<file path="src/rtl/spim_pkg.sv">
`timescale 1ns/1ps
package spim_pkg;
  localparam logic [7:0] OFS_CTRL = 8'h60;
  localparam logic [7:0] OFS_STAT = 8'h64;
  localparam logic [7:0] OFS_TXD  = 8'h68;
  localparam logic [7:0] OFS_RXD  = 8'h6C;
  localparam logic [7:0] OFS_SEL  = 8'h70;

  localparam int CB_LOOP = 0;
  localparam int CB_EN   = 1;
  localparam int CB_MSTR = 2;
  localparam int CB_CPOL = 3;
  localparam int CB_CPHA = 4;
  localparam int CB_TCLR = 5;
  localparam int CB_RCLR = 6;
  localparam int CB_MAN  = 7;
  localparam int CB_HOLD = 8;
  localparam int CB_LSB  = 9;
  localparam int CTRL_W  = 10;

  localparam logic [CTRL_W-1:0] CTRL_RESET = 10'h100;
  localparam logic [CTRL_W-1:0] CTRL_PULSE = 10'h060;

  typedef enum logic [1:0] {ENG_IDLE, ENG_FETCH, ENG_SHIFT, ENG_DONE} eng_state_t;
endpackage

</file>
<file path="src/rtl/spim_fifo.sv">
`timescale 1ns/1ps
module spim_fifo #(
  parameter int DW    = 8,
  parameter int DEPTH = 16
) (
  input  logic          clk,
  input  logic          rst,
  input  logic          clr,
  input  logic          push,
  input  logic [DW-1:0] din,
  input  logic          pop,
  output logic [DW-1:0] dout,
  output logic          empty,
  output logic          full
);
  localparam int AW = (DEPTH > 1) ? $clog2(DEPTH) : 1;

  logic [DW-1:0] mem [DEPTH];
  logic [AW:0]   wp, rp;
  logic          do_push, do_pop;

  assign empty   = (wp == rp);
  assign full    = (wp[AW] != rp[AW]) && (wp[AW-1:0] == rp[AW-1:0]);
  assign do_push = push && !full && !clr;
  assign do_pop  = pop && !empty && !clr;

  always_ff @(posedge clk) begin
    if (do_push) mem[wp[AW-1:0]] <= din;
  end

  always_ff @(posedge clk) begin
    if (do_pop) dout <= mem[rp[AW-1:0]];
  end

  always_ff @(posedge clk) begin
    if (rst || clr) begin
      wp <= '0;
      rp <= '0;
    end else begin
      if (do_push) wp <= wp + 1'b1;
      if (do_pop)  rp <= rp + 1'b1;
    end
  end

  assert_no_overflow_R10: assert property (@(posedge clk) disable iff (rst)
    (full && push && !pop && !clr) |=> full);
  assert_no_underflow_R10: assert property (@(posedge clk) disable iff (rst)
    (empty && pop && !push && !clr) |=> empty);
  assert_clear_empties_R9: assert property (@(posedge clk) disable iff (rst)
    clr |=> empty);
endmodule

</file>
<file path="src/rtl/spim_engine.sv">
`timescale 1ns/1ps
module spim_engine
  import spim_pkg::*;
#(
  parameter int WORD_W  = 8,
  parameter int CLK_DIV = 2
) (
  input  logic              clk,
  input  logic              rst,
  input  logic              go,
  input  logic              cfg_cpol,
  input  logic              cfg_cpha,
  input  logic              cfg_lsb,
  input  logic              cfg_loop,
  input  logic              tx_empty,
  input  logic [WORD_W-1:0] tx_data,
  output logic              tx_pop,
  output logic              rx_push,
  output logic [WORD_W-1:0] rx_data,
  output logic              busy,
  output logic              sck,
  output logic              mosi,
  input  logic              miso
);
  localparam int CW = (CLK_DIV > 1) ? $clog2(CLK_DIV) : 1;
  localparam int EW = $clog2(2 * WORD_W);
  localparam logic [CW-1:0] DIV_TOP  = CW'(CLK_DIV - 1);
  localparam logic [EW-1:0] EDGE_END = EW'(2 * WORD_W - 1);

  eng_state_t        st;
  logic [CW-1:0]     div;
  logic [EW-1:0]     edge_n;
  logic [WORD_W-1:0] sh, rsh;
  logic              sck_q, start, smp, rx_in;

  assign start  = go && !tx_empty && (st == ENG_IDLE || st == ENG_DONE);
  assign tx_pop = start;
  assign busy   = (st != ENG_IDLE);
  assign sck    = sck_q;
  assign mosi   = cfg_lsb ? sh[0] : sh[WORD_W-1];
  assign rx_in  = cfg_loop ? mosi : miso;
  assign smp    = (edge_n[0] == cfg_cpha);
  assign rx_data = rsh;

  always_ff @(posedge clk) begin
    if (rst) begin
      st      <= ENG_IDLE;
      sck_q   <= 1'b0;
      sh      <= '0;
      rsh     <= '0;
      div     <= '0;
      edge_n  <= '0;
      rx_push <= 1'b0;
    end else begin
      rx_push <= 1'b0;
      case (st)
        ENG_IDLE: begin
          sck_q <= cfg_cpol;
          if (start) st <= ENG_FETCH;
        end
        ENG_FETCH: begin
          sh     <= tx_data;
          div    <= DIV_TOP;
          edge_n <= '0;
          st     <= ENG_SHIFT;
        end
        ENG_SHIFT: begin
          if (div == '0) begin
            div    <= DIV_TOP;
            sck_q  <= ~sck_q;
            edge_n <= edge_n + 1'b1;
            if (smp) begin
              rsh <= cfg_lsb ? {rx_in, rsh[WORD_W-1:1]} : {rsh[WORD_W-2:0], rx_in};
            end else if (!(cfg_cpha && edge_n == '0)) begin
              sh <= cfg_lsb ? (sh >> 1) : (sh << 1);
            end
            if (edge_n == EDGE_END) st <= ENG_DONE;
          end else begin
            div <= div - 1'b1;
          end
        end
        default: begin
          rx_push <= 1'b1;
          st      <= start ? ENG_FETCH : ENG_IDLE;
        end
      endcase
    end
  end

  assert_hold_between_ticks_R11: assert property (@(posedge clk) disable iff (rst)
    (st == ENG_SHIFT && div != '0) |=> $stable(sck_q));
endmodule

</file>
<file path="src/rtl/spi_fifo_master.sv">
`timescale 1ns/1ps
module spi_fifo_master
  import spim_pkg::*;
#(
  parameter int WORD_W  = 8,
  parameter int DEPTH   = 16,
  parameter int NUM_SS  = 4,
  parameter int CLK_DIV = 2,
  parameter int ADDR_W  = 8
) (
  input  logic              clk,
  input  logic              rst,
  input  logic              wr_en,
  input  logic              rd_en,
  input  logic [ADDR_W-1:0] addr,
  input  logic [31:0]       wdata,
  output logic [31:0]       rdata,
  output logic              sck,
  output logic              mosi,
  input  logic              miso,
  output logic [NUM_SS-1:0] ss_n
);
  logic [CTRL_W-1:0] ctl_q;
  logic [NUM_SS-1:0] sel_q, ss_n_q;
  logic [31:0]       rdata_q;
  logic              rd_rx_q;
  logic              hit_ctrl, hit_txd, hit_rxd, hit_sel, hit_stat;
  logic              tx_clr, rx_clr, go;
  logic              tx_empty, tx_full, rx_empty, rx_full;
  logic              tx_pop, rx_push, eng_busy;
  logic [WORD_W-1:0] tx_dout, rx_din, rx_dout;
  logic [31:0]       status_w;
  logic              unused_wdata;

  assign hit_ctrl = (addr == ADDR_W'(OFS_CTRL));
  assign hit_stat = (addr == ADDR_W'(OFS_STAT));
  assign hit_txd  = (addr == ADDR_W'(OFS_TXD));
  assign hit_rxd  = (addr == ADDR_W'(OFS_RXD));
  assign hit_sel  = (addr == ADDR_W'(OFS_SEL));

  assign tx_clr = wr_en && hit_ctrl && wdata[CB_TCLR];
  assign rx_clr = wr_en && hit_ctrl && wdata[CB_RCLR];
  assign go     = ctl_q[CB_EN] && ctl_q[CB_MSTR] && !ctl_q[CB_HOLD];
  assign status_w = {27'd0, 1'b0, tx_full, tx_empty, rx_full, rx_empty};
  assign unused_wdata = ^wdata;

  spim_fifo #(.DW(WORD_W), .DEPTH(DEPTH)) i_txq (
    .clk(clk), .rst(rst), .clr(tx_clr),
    .push(wr_en && hit_txd), .din(wdata[WORD_W-1:0]),
    .pop(tx_pop), .dout(tx_dout), .empty(tx_empty), .full(tx_full));

  spim_fifo #(.DW(WORD_W), .DEPTH(DEPTH)) i_rxq (
    .clk(clk), .rst(rst), .clr(rx_clr),
    .push(rx_push), .din(rx_din),
    .pop(rd_en && hit_rxd), .dout(rx_dout), .empty(rx_empty), .full(rx_full));

  spim_engine #(.WORD_W(WORD_W), .CLK_DIV(CLK_DIV)) i_eng (
    .clk(clk), .rst(rst), .go(go),
    .cfg_cpol(ctl_q[CB_CPOL]), .cfg_cpha(ctl_q[CB_CPHA]),
    .cfg_lsb(ctl_q[CB_LSB]), .cfg_loop(ctl_q[CB_LOOP]),
    .tx_empty(tx_empty), .tx_data(tx_dout), .tx_pop(tx_pop),
    .rx_push(rx_push), .rx_data(rx_din), .busy(eng_busy),
    .sck(sck), .mosi(mosi), .miso(miso));

  always_ff @(posedge clk) begin
    if (rst) begin
      ctl_q   <= CTRL_RESET;
      sel_q   <= '1;
      ss_n_q  <= '1;
      rdata_q <= '0;
      rd_rx_q <= 1'b0;
    end else begin
      if (wr_en && hit_ctrl) ctl_q <= wdata[CTRL_W-1:0] & ~CTRL_PULSE;
      if (wr_en && hit_sel)  sel_q <= wdata[NUM_SS-1:0];
      ss_n_q  <= (ctl_q[CB_MAN] || eng_busy) ? sel_q : '1;
      rd_rx_q <= rd_en && hit_rxd;
      if (rd_en) begin
        if (hit_ctrl)      rdata_q <= 32'(ctl_q);
        else if (hit_stat) rdata_q <= status_w;
        else if (hit_sel)  rdata_q <= 32'(sel_q);
        else               rdata_q <= '0;
      end
    end
  end

  assign rdata = rd_rx_q ? 32'(rx_dout) : rdata_q;
  assign ss_n  = ss_n_q;

  assert_hold_blocks_start_R3: assert property (@(posedge clk) disable iff (rst)
    (ctl_q[CB_HOLD] && !eng_busy) |=> !eng_busy);
  assert_needs_enable_master_R4: assert property (@(posedge clk) disable iff (rst)
    (!(ctl_q[CB_EN] && ctl_q[CB_MSTR]) && !eng_busy) |=> !eng_busy);
  assert_auto_select_idle_R8: assert property (@(posedge clk) disable iff (rst)
    (!ctl_q[CB_MAN] && !eng_busy) |=> (ss_n == '1));
endmodule

</file>
<file path="config.mk">
export PLATFORM = sky130hd
export DESIGN_NAME = spi_fifo_master
export DESIGN_NICKNAME = d
export VERILOG_FILES = /design/src/rtl/spim_pkg.sv /design/src/rtl/spim_fifo.sv /design/src/rtl/spim_engine.sv /design/src/rtl/spi_fifo_master.sv
export SDC_FILE = /design/constraint.sdc
export NUM_CORES = 1
export LEC_CHECK = 0
export ABC_AREA = 0
export BUFFER_PORTS_ARGS = -buffer_cell sky130_fd_sc_hd__buf_2
export CORE_ASPECT_RATIO = 1.1
export CORE_UTILIZATION = 35
export CTS_CLUSTER_SIZE = 12
export DETAILED_ROUTE_END_ITERATION = 10
export PLACE_DENSITY = 0.55
export SLEW_MARGIN = 10
export SYNTH_ARGS = -nofsm -noshare
export SYNTH_HDL_FRONTEND = slang
export SYNTH_SLANG_ARGS = --single-unit
</file>
<file path="constraint.sdc">
create_clock -name clk -period 3.3 [get_ports clk]
set_clock_uncertainty 0.05 [all_clocks]
set_input_delay 0.165 -clock clk [delete_from_list [all_inputs] [get_ports clk]]
set_output_delay 0.165 -clock clk [all_outputs]
set_load 0.02 [all_outputs]
</file>
==> results of run 1 <==
[sequential cells by signal, indices dropped and copies added (netlist names), 4 cells and up]
| name | count |
|---|---|
| i_rxq.rp | 5 |
| i_eng.sh | 8 |
| i_eng.edge_n | 4 |
| ctl_q | 8 |
| i_rxq.mem | 128 |
| i_eng.rx_data | 8 |
| ss_n | 4 |
| i_rxq.dout | 8 |
| i_rxq.wp | 5 |
| rdata_q | 8 |
| i_txq.dout | 8 |
| i_txq.wp | 5 |
| sel_q | 4 |
| i_txq.mem | 128 |
| i_txq.rp | 5 |
[cells by family (layout without fill, tap and decap cells)]
kind of cell,Yosys count,after routing,synth area share [%]
DFF,342,342,66.81
and+or+nand+nor,212,212,7.976
AOI/OAI and AO/OA,127,127,5.923
muxes,109,109,13.29
buffers and inverters,92,157,3.258
xor gates and xnor gates,23,23,1.406
adders and majority gates,15,15,1.310
other,1,23,0.02618
[cells in the final DEF (no fill, tap or decap), drive strengths merged, types with 7 or more instances in the layout]
master	n
clkbuf	58
nand2b	18
dfxtp	70
nand3	14
edfxtp	272
buf	66
nor2b	31
a21oi	50
mux4	64
a211oi	30
o21ai	15
ha	15
inv	19
xnor2	13
xor2	10
conb	22
mux2	9
o211ai	8
nand2	32
nor2	68
clkinv	7
mux2i	36
nor3	15
[power by group]
| group | internal (mW) | total (mW) | switching (mW) |
|---|---|---|---|
| Clock | 2.29 | 3.94 | 1.64 |
| Sequential | 4.62 | 4.62 | 0.00291 |
| Combinational | 0.0307 | 0.130 | 0.0993 |
[layout make-up]
cell class | count | area share (%)
Sequential cell | 342 | 58.81
Multi-Input combinational cell | 508 | 26.82
Clock buffer | 58 | 6.480
Tap cell | 513 | 3.943
Timing Repair Buffer | 72 | 2.906
Clock inverter | 10 | 0.6380
Inverter | 17 | 0.3920
Antenna cell | 1 | 0.01537
[worst max-delay path, cell delays in order]
cell and delay (ps):
dlygate4sd3_1 530, buf_2 280, nand3b_1 130, nor4_2 430
o21a_2 310, nand2_1 170, nor2_1 680
[cells in the mapped netlist, drive strengths merged (3+ instances only)]
| cell | instances |
|---|---|
| mux2i | 36 |
| mux2 | 9 |
| a211o | 6 |
| xor2 | 10 |
| clkbuf | 31 |
| buf | 44 |
| edfxtp | 272 |
| a211oi | 30 |
| nand4 | 3 |
| nand2 | 32 |
| o211ai | 8 |
| nor2b | 31 |
| nand2b | 18 |
| nor2 | 68 |
| nor4 | 4 |
| nand3 | 14 |
| nand3b | 6 |
| or3 | 4 |
| a31o | 6 |
| nor3 | 15 |
| xnor2 | 13 |
| inv | 17 |
| dfxtp | 70 |
| mux4 | 64 |
| a21oi | 50 |
| o21ai | 15 |
| or4 | 4 |
| nand4b | 3 |
| and3 | 4 |
| ha | 15 |
[metal layers]
layer  GRT usage, %  vias to the layer above
met5              0                        -
met3          2.328                       41
li1               -                     3614
met2          25.07                      144
met4          3.491                        0
met1          19.23                     3786
[stage by stage]
step                      total power, mW  instance area (µm²)  instances  setup WS [ps]  utilization, %
after floorplan                     4.794                14400        942          971.1               -
after global placement              4.836                15060       1446          449.3           37.39
after detailed placement            4.838                15060       1446          448.3           37.39
after CTS                           8.782                16270       1520          720.9           40.41
after global routing                8.958                16270       1520          558.7           40.41
final                               8.686                16280       1521          668.7           40.42
[path summary, 6_finish.rpt]
path	startpoint	slack (ps)	endpoint	cells past startpoint
hold reg to reg	rdata_q[8]$_SDFFE_PP0P_	420	rdata_q[8]$_SDFFE_PP0P_	2
setup reg to reg	i_txq.wp[2]$_SDFFE_PP0P_	890	i_txq.mem[5][0]$_DFFE_PP_	6
hold / removal	wdata[6]	40	i_txq.mem[3][6]$_DFFE_PP_	1
setup / recovery	wr_en	670	i_txq.mem[5][0]$_DFFE_PP_	7
==> flow_summary.yaml, run 1 <==
outcome:
  status: "finished clean"
finish:
  regArea_um2: 9572
  fillerInstances: 3682
  multi_input_area_um2: 4365
  layout-drive-gt1-share_pct: 21.35
  nNetsFinal: 1038
  syn_to_final_growth_pct: 13.65
detailed_routing:
  wl_per_cell_um: 19.95
  drt_iter0_drc: 441
  num_vias: 7585
  wl_met2_mm: 15.16
  wl_met3_mm: 1.151
  via_per_inst: 4.987
  highest_layer: "met4"
  drt_pass1_iterations: 4
  drc_errors: 0
  totalWireLength_mm: 30.34
  ant_nets: 0
  drt-met1-wl_mm: 13.53
global_routing:
  grt_max_degree: 36
  grt_pass1_wl_mm: 46.04
  grt_usage_pct: 14.56
  antenna_found_initial: 1
  overflow: 0
  grt_pass1_vias: 7550
place:
  post-dp-hpwl_mm: 19.59
  io_buffers: 38
  gp_congestion: 0.7435
clock_network:
  cts.clk_slew.worst_paths_ps: 60
  cts_buffer_depth: 3
  clock-sinks: 342
  numCtsBuffers: 37
  cts_tree: "done"
  worstSkewPairLatency_ps: 530
  ctsResizeCount: 0
  clock-root-buffer: "clkbuf_16"
  htreeDepth: 2
  cts_setup_buffers: 0
  cts_hold_buf: 6
sta:
  fmax_mhz: 380.0
  rsz0062_at_grt: "false"
  fin_crit_ps: 2631
  hold_viol_final: 0
  max_slew_margin_pct: 26.64
  setup_viol: 0
  fin_tns_setup_ps: 0
  period_share_pct: 79.74
  drv_slew: 0
  holdWs_ps: 43.41
  worst_slew_pin_slew_ps: 1093
floorplanning:
  rows: 77
  initial_utilization_pct: 35.57
  ios: 83
  die_w_um: 194.9
  die_y_um: 214.2
  core_area_um2: 40270
  dieArea_um2: 41740
pwr:
  p_per_area_nw_per_um2: 533.6
  cellLeakagePower_nw: 5.286
  peakVddDrop_mv: 0.3387
yosys:
  syn_avg_cell_area_um2: 15.55
  synth.largest_area_cell: "edfxtp_1"
  synthTopCellsByArea: "edfxtp_1, mux4_2, dfxtp_1"
  synth_edf_count: 272
  syn_area_um2: 14320
  ys_warn_count: 0
  synthFlopType: "edfxtp_1"
  seq_area_frac_synth_pct: 66.81
  synth_seq_cells: 342
  synthArstFlopShare_pct: 0
  synth_top_cell_area_share_pct: 57.03
  syn-instance-count: 921
  yosys.cell_types.count: 58
critical_path:
  start_kind: "input port"
  critical_path_peak_fanout: 13
  timing_worst_setup_path_type: "in -> reg"
  cp-end-kind: "register"
  cp.arrival_ps: 2720
  crit_required_ps: 3390
worst_hold_path:
  hold_path_class: "in -> reg"
flow_run:
  cap_violations: 0
Power figures use the tool's default switching activity.
==> inputs of run 2 (changes only) <==
==> constraint.sdc (replaced) <==
create_clock -name clk -period 2.7 [get_ports clk]
set_clock_uncertainty 0.05 [all_clocks]
set_input_delay 0.135 -clock clk [delete_from_list [all_inputs] [get_ports clk]]
set_output_delay 0.135 -clock clk [all_outputs]
set_load 0.02 [all_outputs]
==> run 2 against run 1 <==
Net effect:
- power is 23% higher
- cell count rose by 1.2%
- die area unchanged
- first-iteration DRC count is 8.4% higher
- non-clock buffer count is 20 higher
- register-to-register slack got worse by 360 ps
- critical path depth increased by 1
- clock power is 23% higher
- count of clock-buffer cells in the layout increased by 1
- highest routed layer unchanged
- sequential power up 22%
- global-route usage rose by 0.061 points
- via count rose by 2.3%
==> flow_summary.yaml, run 2 (synthesis gave the netlist of run 1 again) <==
detailed_routing:
  ant_nets: 0
  via_per_inst: 5.040
  drc_errors: 0
  num_vias: 7757
  drt_iter0_drc: 478
  totalWireLength_mm: 30.47
  wl_per_cell_um: 19.80
  drt_pass1_iterations: 7
floorplanning:
  core_area_um2: 40270
  die_w_um: 194.9
  dieArea_um2: 41740
  rows: 77
  die_y_um: 214.2
  ios: 83
  initial_utilization_pct: 35.57
clock_network:
  cts.clk_slew.worst_paths_ps: 60
  clock-sinks: 342
  ctsResizeCount: 0
  cts_setup_buffers: 0
  cts_tree: "done"
  clock-root-buffer: "clkbuf_16"
  worstSkewPairLatency_ps: 510
  htreeDepth: 2
  cts_buffer_depth: 3
  numCtsBuffers: 37
finish:
  layout-drive-gt1-share_pct: 22.42
  syn_to_final_growth_pct: 14.89
  layout_commonest_cell: "edfxtp_1"
  final_cell_mix: "edfxtp_1, dfxtp_1, nor2_1"
  fillerInstances: 3670
  n_antenna_cell: 0
  nNetsFinal: 1058
  finish.utilization_pct: 40.86
global_routing:
  grt_pass1_wl_mm: 46.42
  overflow: 0
  antenna_found_initial: 0
  grt_max_degree: 36
  grt_usage_pct: 14.63
  grt_pass1_vias: 7840
sta:
  hold_viol_final: 0
  period_share_pct: 80.88
  setup_viol: 0
  worst_slew_pin_slew_ps: 864.7
  fin_crit_ps: 2184
  holdWs_ps: 17.55
  drv_slew: 0
  fmax_mhz: 457.9
  max_slew_margin_pct: 42.08
  fin_tns_setup_ps: 0
  rsz0062_at_grt: "false"
pwr:
  p_per_area_nw_per_um2: 647.5
  power_mw: 10.65
  cellLeakagePower_nw: 5.389
  peakVddDrop_mv: 0.3933
critical_path:
  cp-end-kind: "register"
  start_kind: "input port"
  critical_path_peak_fanout: 9
  timing_worst_setup_path_type: "in -> reg"
  cp.arrival_ps: 2530
  crit_required_ps: 3050
  rrSetupSlack_ps: 530
place:
  gp_congestion: 0.7594
  post-dp-hpwl_mm: 19.60
  io_buffers: 38
worst_hold_path:
  hold_path_class: "in -> reg"
outcome:
  status: "finished clean"
flow_run:
  cap_violations: 0
run 2: cell count changes in the layout (fill, tap and decap cells not counted), sizes merged:
| cell | before | now |
|---|---|---|
| inv | 19 | 18 |
| clkinv | 7 | 5 |
| dlygate4sd3 | 6 | 9 |
| buf | 66 | 83 |
| clkbuf | 58 | 59 |
| clkinvlp | 0 | 1 |
| diode | 1 | 0 |
run 2: stage by stage:
stage	setup slack [ps]	cells	cell area, µm²
6_report	516.2	1539	16450
5_1_grt	393.0	1539	16450
4_1_cts	494.3	1539	16450
3_5_place_dp	315.1	1463	15200
3_3_place_gp	317.7	1463	15200
2_1_floorplan	371.1	942	14400
run 2: metal layers:
layer	wire [µm]	track usage, %	vias up
li1	-	-	3653
met1	13380	19.25	3901
met2	15290	24.95	154
met3	1048	2.108	49
met4	747	4.488	0
met5	0	0	-
run 2: cell type report:
| type | instances | area, µm² | area share [%] |
|---|---|---|---|
| Sequential cell | 342 | 9572 | 58.17 |
| Multi-Input combinational cell | 508 | 4365 | 26.53 |
| Clock buffer | 59 | 1101 | 6.692 |
| Clock inverter | 8 | 67.56 | 0.4106 |
| Timing Repair Buffer | 92 | 643.1 | 3.908 |
| Inverter | 17 | 63.81 | 0.3878 |
| Tap cell | 513 | 641.9 | 3.901 |
run 2: path summary, 6_finish.rpt:
path | startpoint | endpoint | depth (start not counted)
setup reg to reg | i_rxq.rp[0]$_SDFFE_PP0P_ | i_rxq.dout[1]$_DFFE_PP_ | 5
hold / removal | wdata[5] | i_txq.mem[5][5]$_DFFE_PP_ | 1
hold reg to reg | ctl_q[2]$_SDFFE_PP0N_ | ctl_q[2]$_SDFFE_PP0N_ | 2
setup / recovery | addr[2] | ctl_q[1]$_SDFFE_PP0N_ | 8
run 2: critical path, cell delays in order:
cell and delay (ps):
dlygate4sd3_1 530, buf_2 150, or4_4 440, or3_1 360, buf_4 190, nand2_1 80, a21oi_1 60, dlygate4sd3_1 580
run 2: timing repair:
action,CTS,global route
hold endpoints to repair,11,0
hold buffers,9,0
setup endpoints to repair,0,0
run 2: power breakdown:
part,total (mW),switching (mW),internal [mW]
clock,4.85,1.96,2.89
combinational,0.160,0.122,0.0376
sequential,5.65,0.00362,5.64
total,10.7,2.08,8.57
==> inputs of run 3 (changes only) <==
--- a/config.mk
+++ b/config.mk
@@ -5,13 +5,13 @@
 export SDC_FILE = /design/constraint.sdc
 export NUM_CORES = 1
 export LEC_CHECK = 0
-export ABC_AREA = 0
+export ABC_AREA = 1
 export BUFFER_PORTS_ARGS = -buffer_cell sky130_fd_sc_hd__buf_2
 export CORE_ASPECT_RATIO = 1.1
 export CORE_UTILIZATION = 35
 export CTS_CLUSTER_SIZE = 12
 export DETAILED_ROUTE_END_ITERATION = 10
-export PLACE_DENSITY = 0.55
+export PLACE_DENSITY = 0.56
 export SLEW_MARGIN = 10
 export SYNTH_ARGS = -nofsm -noshare
 export SYNTH_HDL_FRONTEND = slang
==> constraint.sdc (replaced) <==
create_clock -name clk -period 1.8 [get_ports clk]
set_clock_uncertainty 0.05 [all_clocks]
set_input_delay 0.09 -clock clk [delete_from_list [all_inputs] [get_ports clk]]
set_output_delay 0.09 -clock clk [all_outputs]
set_load 0.02 [all_outputs]
==> run 3 against run 2 <==
Net effect:
- die area rose by 1.1%
- final area rose by 6.1%
- utilization rose by 2.3 points
- count of clock-buffer cells in the layout fell by 11
- register-to-register slack got worse by 510 ps
- area after synthesis rose by 1.1%
- setup slack got worse by 490 ps
- critical path type is now reg -> reg
==> flow_summary.yaml, run 3 <==
yosys:
  synth_seq_cells: 342
  synth_compound_area_share_pct: 12.60
  synthAdderAreaFrac_pct: 1.296
  seq_area_frac_synth_pct: 66.06
  synth-simple-area-share_pct: 13.43
  synth_top_cell_area_share_pct: 56.39
  syn_avg_cell_area_um2: 11.07
  yosys.cell_types.count: 42
  ys_warn_count: 0
  synth_top_family_by_area: "simple AND/OR/NAND/NOR gates"
  synth.most_common_cell: "edfxtp_1"
  synthMuxAreaShare_pct: 0.4664
  synthFlopType: "edfxtp_1"
  synth_edf_count: 272
  synth_xor_area_share_pct: 0.9070
  synthArstFlopShare_pct: 0
  syn-instance-count: 1308
  synthTopCellsByArea: "edfxtp_1, dfxtp_1, o21ai_0"
  syn_area_um2: 14490
  synth_common_cells: "edfxtp_1, nor2_1, o21ai_0"
  synth.largest_area_cell: "edfxtp_1"
finish:
  fillerInstances: 3817
  nNetsFinal: 1497
  layout-drive-gt1-share_pct: 21.12
  layout_commonest_cell: "edfxtp_1"
  multi_input_area_um2: 4552
  design_area_um2: 17460
  syn_to_final_growth_pct: 20.51
  final_cell_mix: "edfxtp_1, o21ai_0, nor2_1"
  n_antenna_cell: 0
  regArea_um2: 9597
floorplanning:
  rows: 77
  ios: 83
  die_y_um: 215.4
  initial_utilization_pct: 35.80
  dieArea_um2: 42210
  core_area_um2: 40460
  die_w_um: 196.0
pwr:
  cellLeakagePower_nw: 6.152
  power_switching_mw: 3.584
  peakVddDrop_mv: 1.059
  internal_power_mw: 13.11
  power_mw: 16.70
  power_frac_comb_pct: 4.7
  clkPwrFrac_pct: 43.2
  seq_power_share_pct: 52.1
  p_per_area_nw_per_um2: 956.6
  swShare_pct: 21.47
sta:
  max_slew_margin_pct: 51.10
  fin_crit_ps: 1777
  period_share_pct: 98.70
  fmax_mhz: 562.9
  setup_viol: 0
  drv_slew: 0
  hold_viol_final: 0
  fin_tns_setup_ps: 0
  holdWs_ps: 4.797
  worst_slew_pin_slew_ps: 732.5
  rsz0062_at_grt: "true"
clock_network:
  cts_buffer_depth: 3
  numCtsBuffers: 37
  cts.clk_slew.worst_paths_ps: 60
  htreeDepth: 2
  worstSkewPairLatency_ps: 540
  clock-root-buffer: "clkbuf_16"
  clock-sinks: 342
  cts_tree: "done"
critical_path:
  timing_worst_setup_path_type: "reg -> reg"
  cp-end-kind: "register"
  cp.arrival_ps: 1960
  start_kind: "register"
  critical_path_peak_fanout: 67
  reg2reg_depth: 5
  crit_required_ps: 1990
detailed_routing:
  drc_errors: 0
  wl_per_cell_um: 18.18
  totalWireLength_mm: 35.83
  ant_nets: 0
  drt_iter0_drc: 680
  via_per_inst: 5.001
  drt_pass1_iterations: 5
  num_vias: 9857
worst_hold_path:
  hold_path_class: "in -> reg"
  worstHoldPathCells: 1
place:
  gp_congestion: 0.8405
  io_buffers: 38
  post-dp-hpwl_mm: 23.79
  place_area_um2: 15810
global_routing:
  grt_usage_pct: 17.20
  grt_max_degree: 68
  grt_pass1_wl_mm: 55.79
  overflow: 0
  antenna_found_initial: 1
  grt_pass1_vias: 9653
flow_run:
  cap_violations: 0
outcome:
  status: "finished clean"
-- run 3: changes by cell type after synthesis, sizes merged, moves of 29 or more --
cell	change
o21ai	+170
nand2	+135
nor2	+131
mux4	-64
inv	+62
nand3	+40
o22ai	+38
mux2i	-36
nor2b	-31
a211oi	-29
-- run 3: routing by layer --
metal  share of wire, %  GRT usage [%]
met1                 44          22.12
met2                 51          29.96
met3                3.7          2.856
met4                1.7          4.349
met5              0.036              0
-- run 3: cells by family (layout without fill, tap and decap cells) --
logic type | after synthesis | in the layout
xor gates and xnor gates | 15 | 15
other | 1 | 22
and+or+nand+nor | 437 | 437
AOI/OAI and AO/OA | 325 | 325
adders and majority gates | 15 | 15
muxes | 6 | 6
DFF | 342 | 342
buffers and inverters | 167 | 296
-- run 3: worst paths after layout --
check / end / startpoint / slack (ps)
hold reg to reg: i_eng.sh[3]$_SDFFE_PP0P_ / i_eng.sh[3]$_SDFFE_PP0P_ / 410
setup reg to reg: i_rxq.dout[7]$_DFFE_PP_ / i_rxq.rp[0]$_SDFFE_PP0P_ / 20
hold / removal: i_txq.mem[2][0]$_DFFE_PP_ / wdata[0] / 5
setup / recovery: i_rxq.dout[7]$_DFFE_PP_ / i_rxq.rp[0]$_SDFFE_PP0P_ / 20
-- run 3: area by class of cell --
class                   instances  area share, %
inverters                      81          1.842
clock inverters                12         0.8100
clock buffers                  48          5.598
multi-input cells             820          26.08
repair buffers                155          7.017
flip-flops and latches        342          54.98
well taps                     513          3.677
-- run 3: power by group through the flow --
stage | registers, mW | logic, mW | clock network, mW
after detailed placement | 8.87 | 0.746 | 0
after global routing | 8.71 | 0.874 | 7.73
after CTS | 8.71 | 0.771 | 7.39
final | 8.70 | 0.780 | 7.21
after floorplan | 8.86 | 0.457 | 0
after global placement | 8.87 | 0.730 | 0
-- run 3: timing repair --
action,CTS,global route
gates resized for setup,36,38
endpoints found under the setup margin,262,253
buffers inserted,7,6
endpoints found under the hold margin,125,0
hold buffers,13,0
pin swaps,8,15
-- run 3: stage by stage --
stage	worst slack (ps)	std cells	util [%]
after floorplan	-129.6	1329	-
after global placement	-233.8	1885	39.07
after detailed placement	-286.1	1885	39.07
after CTS	-57.87	1965	42.76
after global routing	-73.59	1971	43.14
final	23.46	1971	43.14
-- run 3: worst max-delay path, stage by stage, from the launching register on --
cell and delay (ps):
dfxtp_2 330, clkbuf_8 280, o21ai_0 270, o22ai_1 140, o211ai_1 170, nand3_1 180
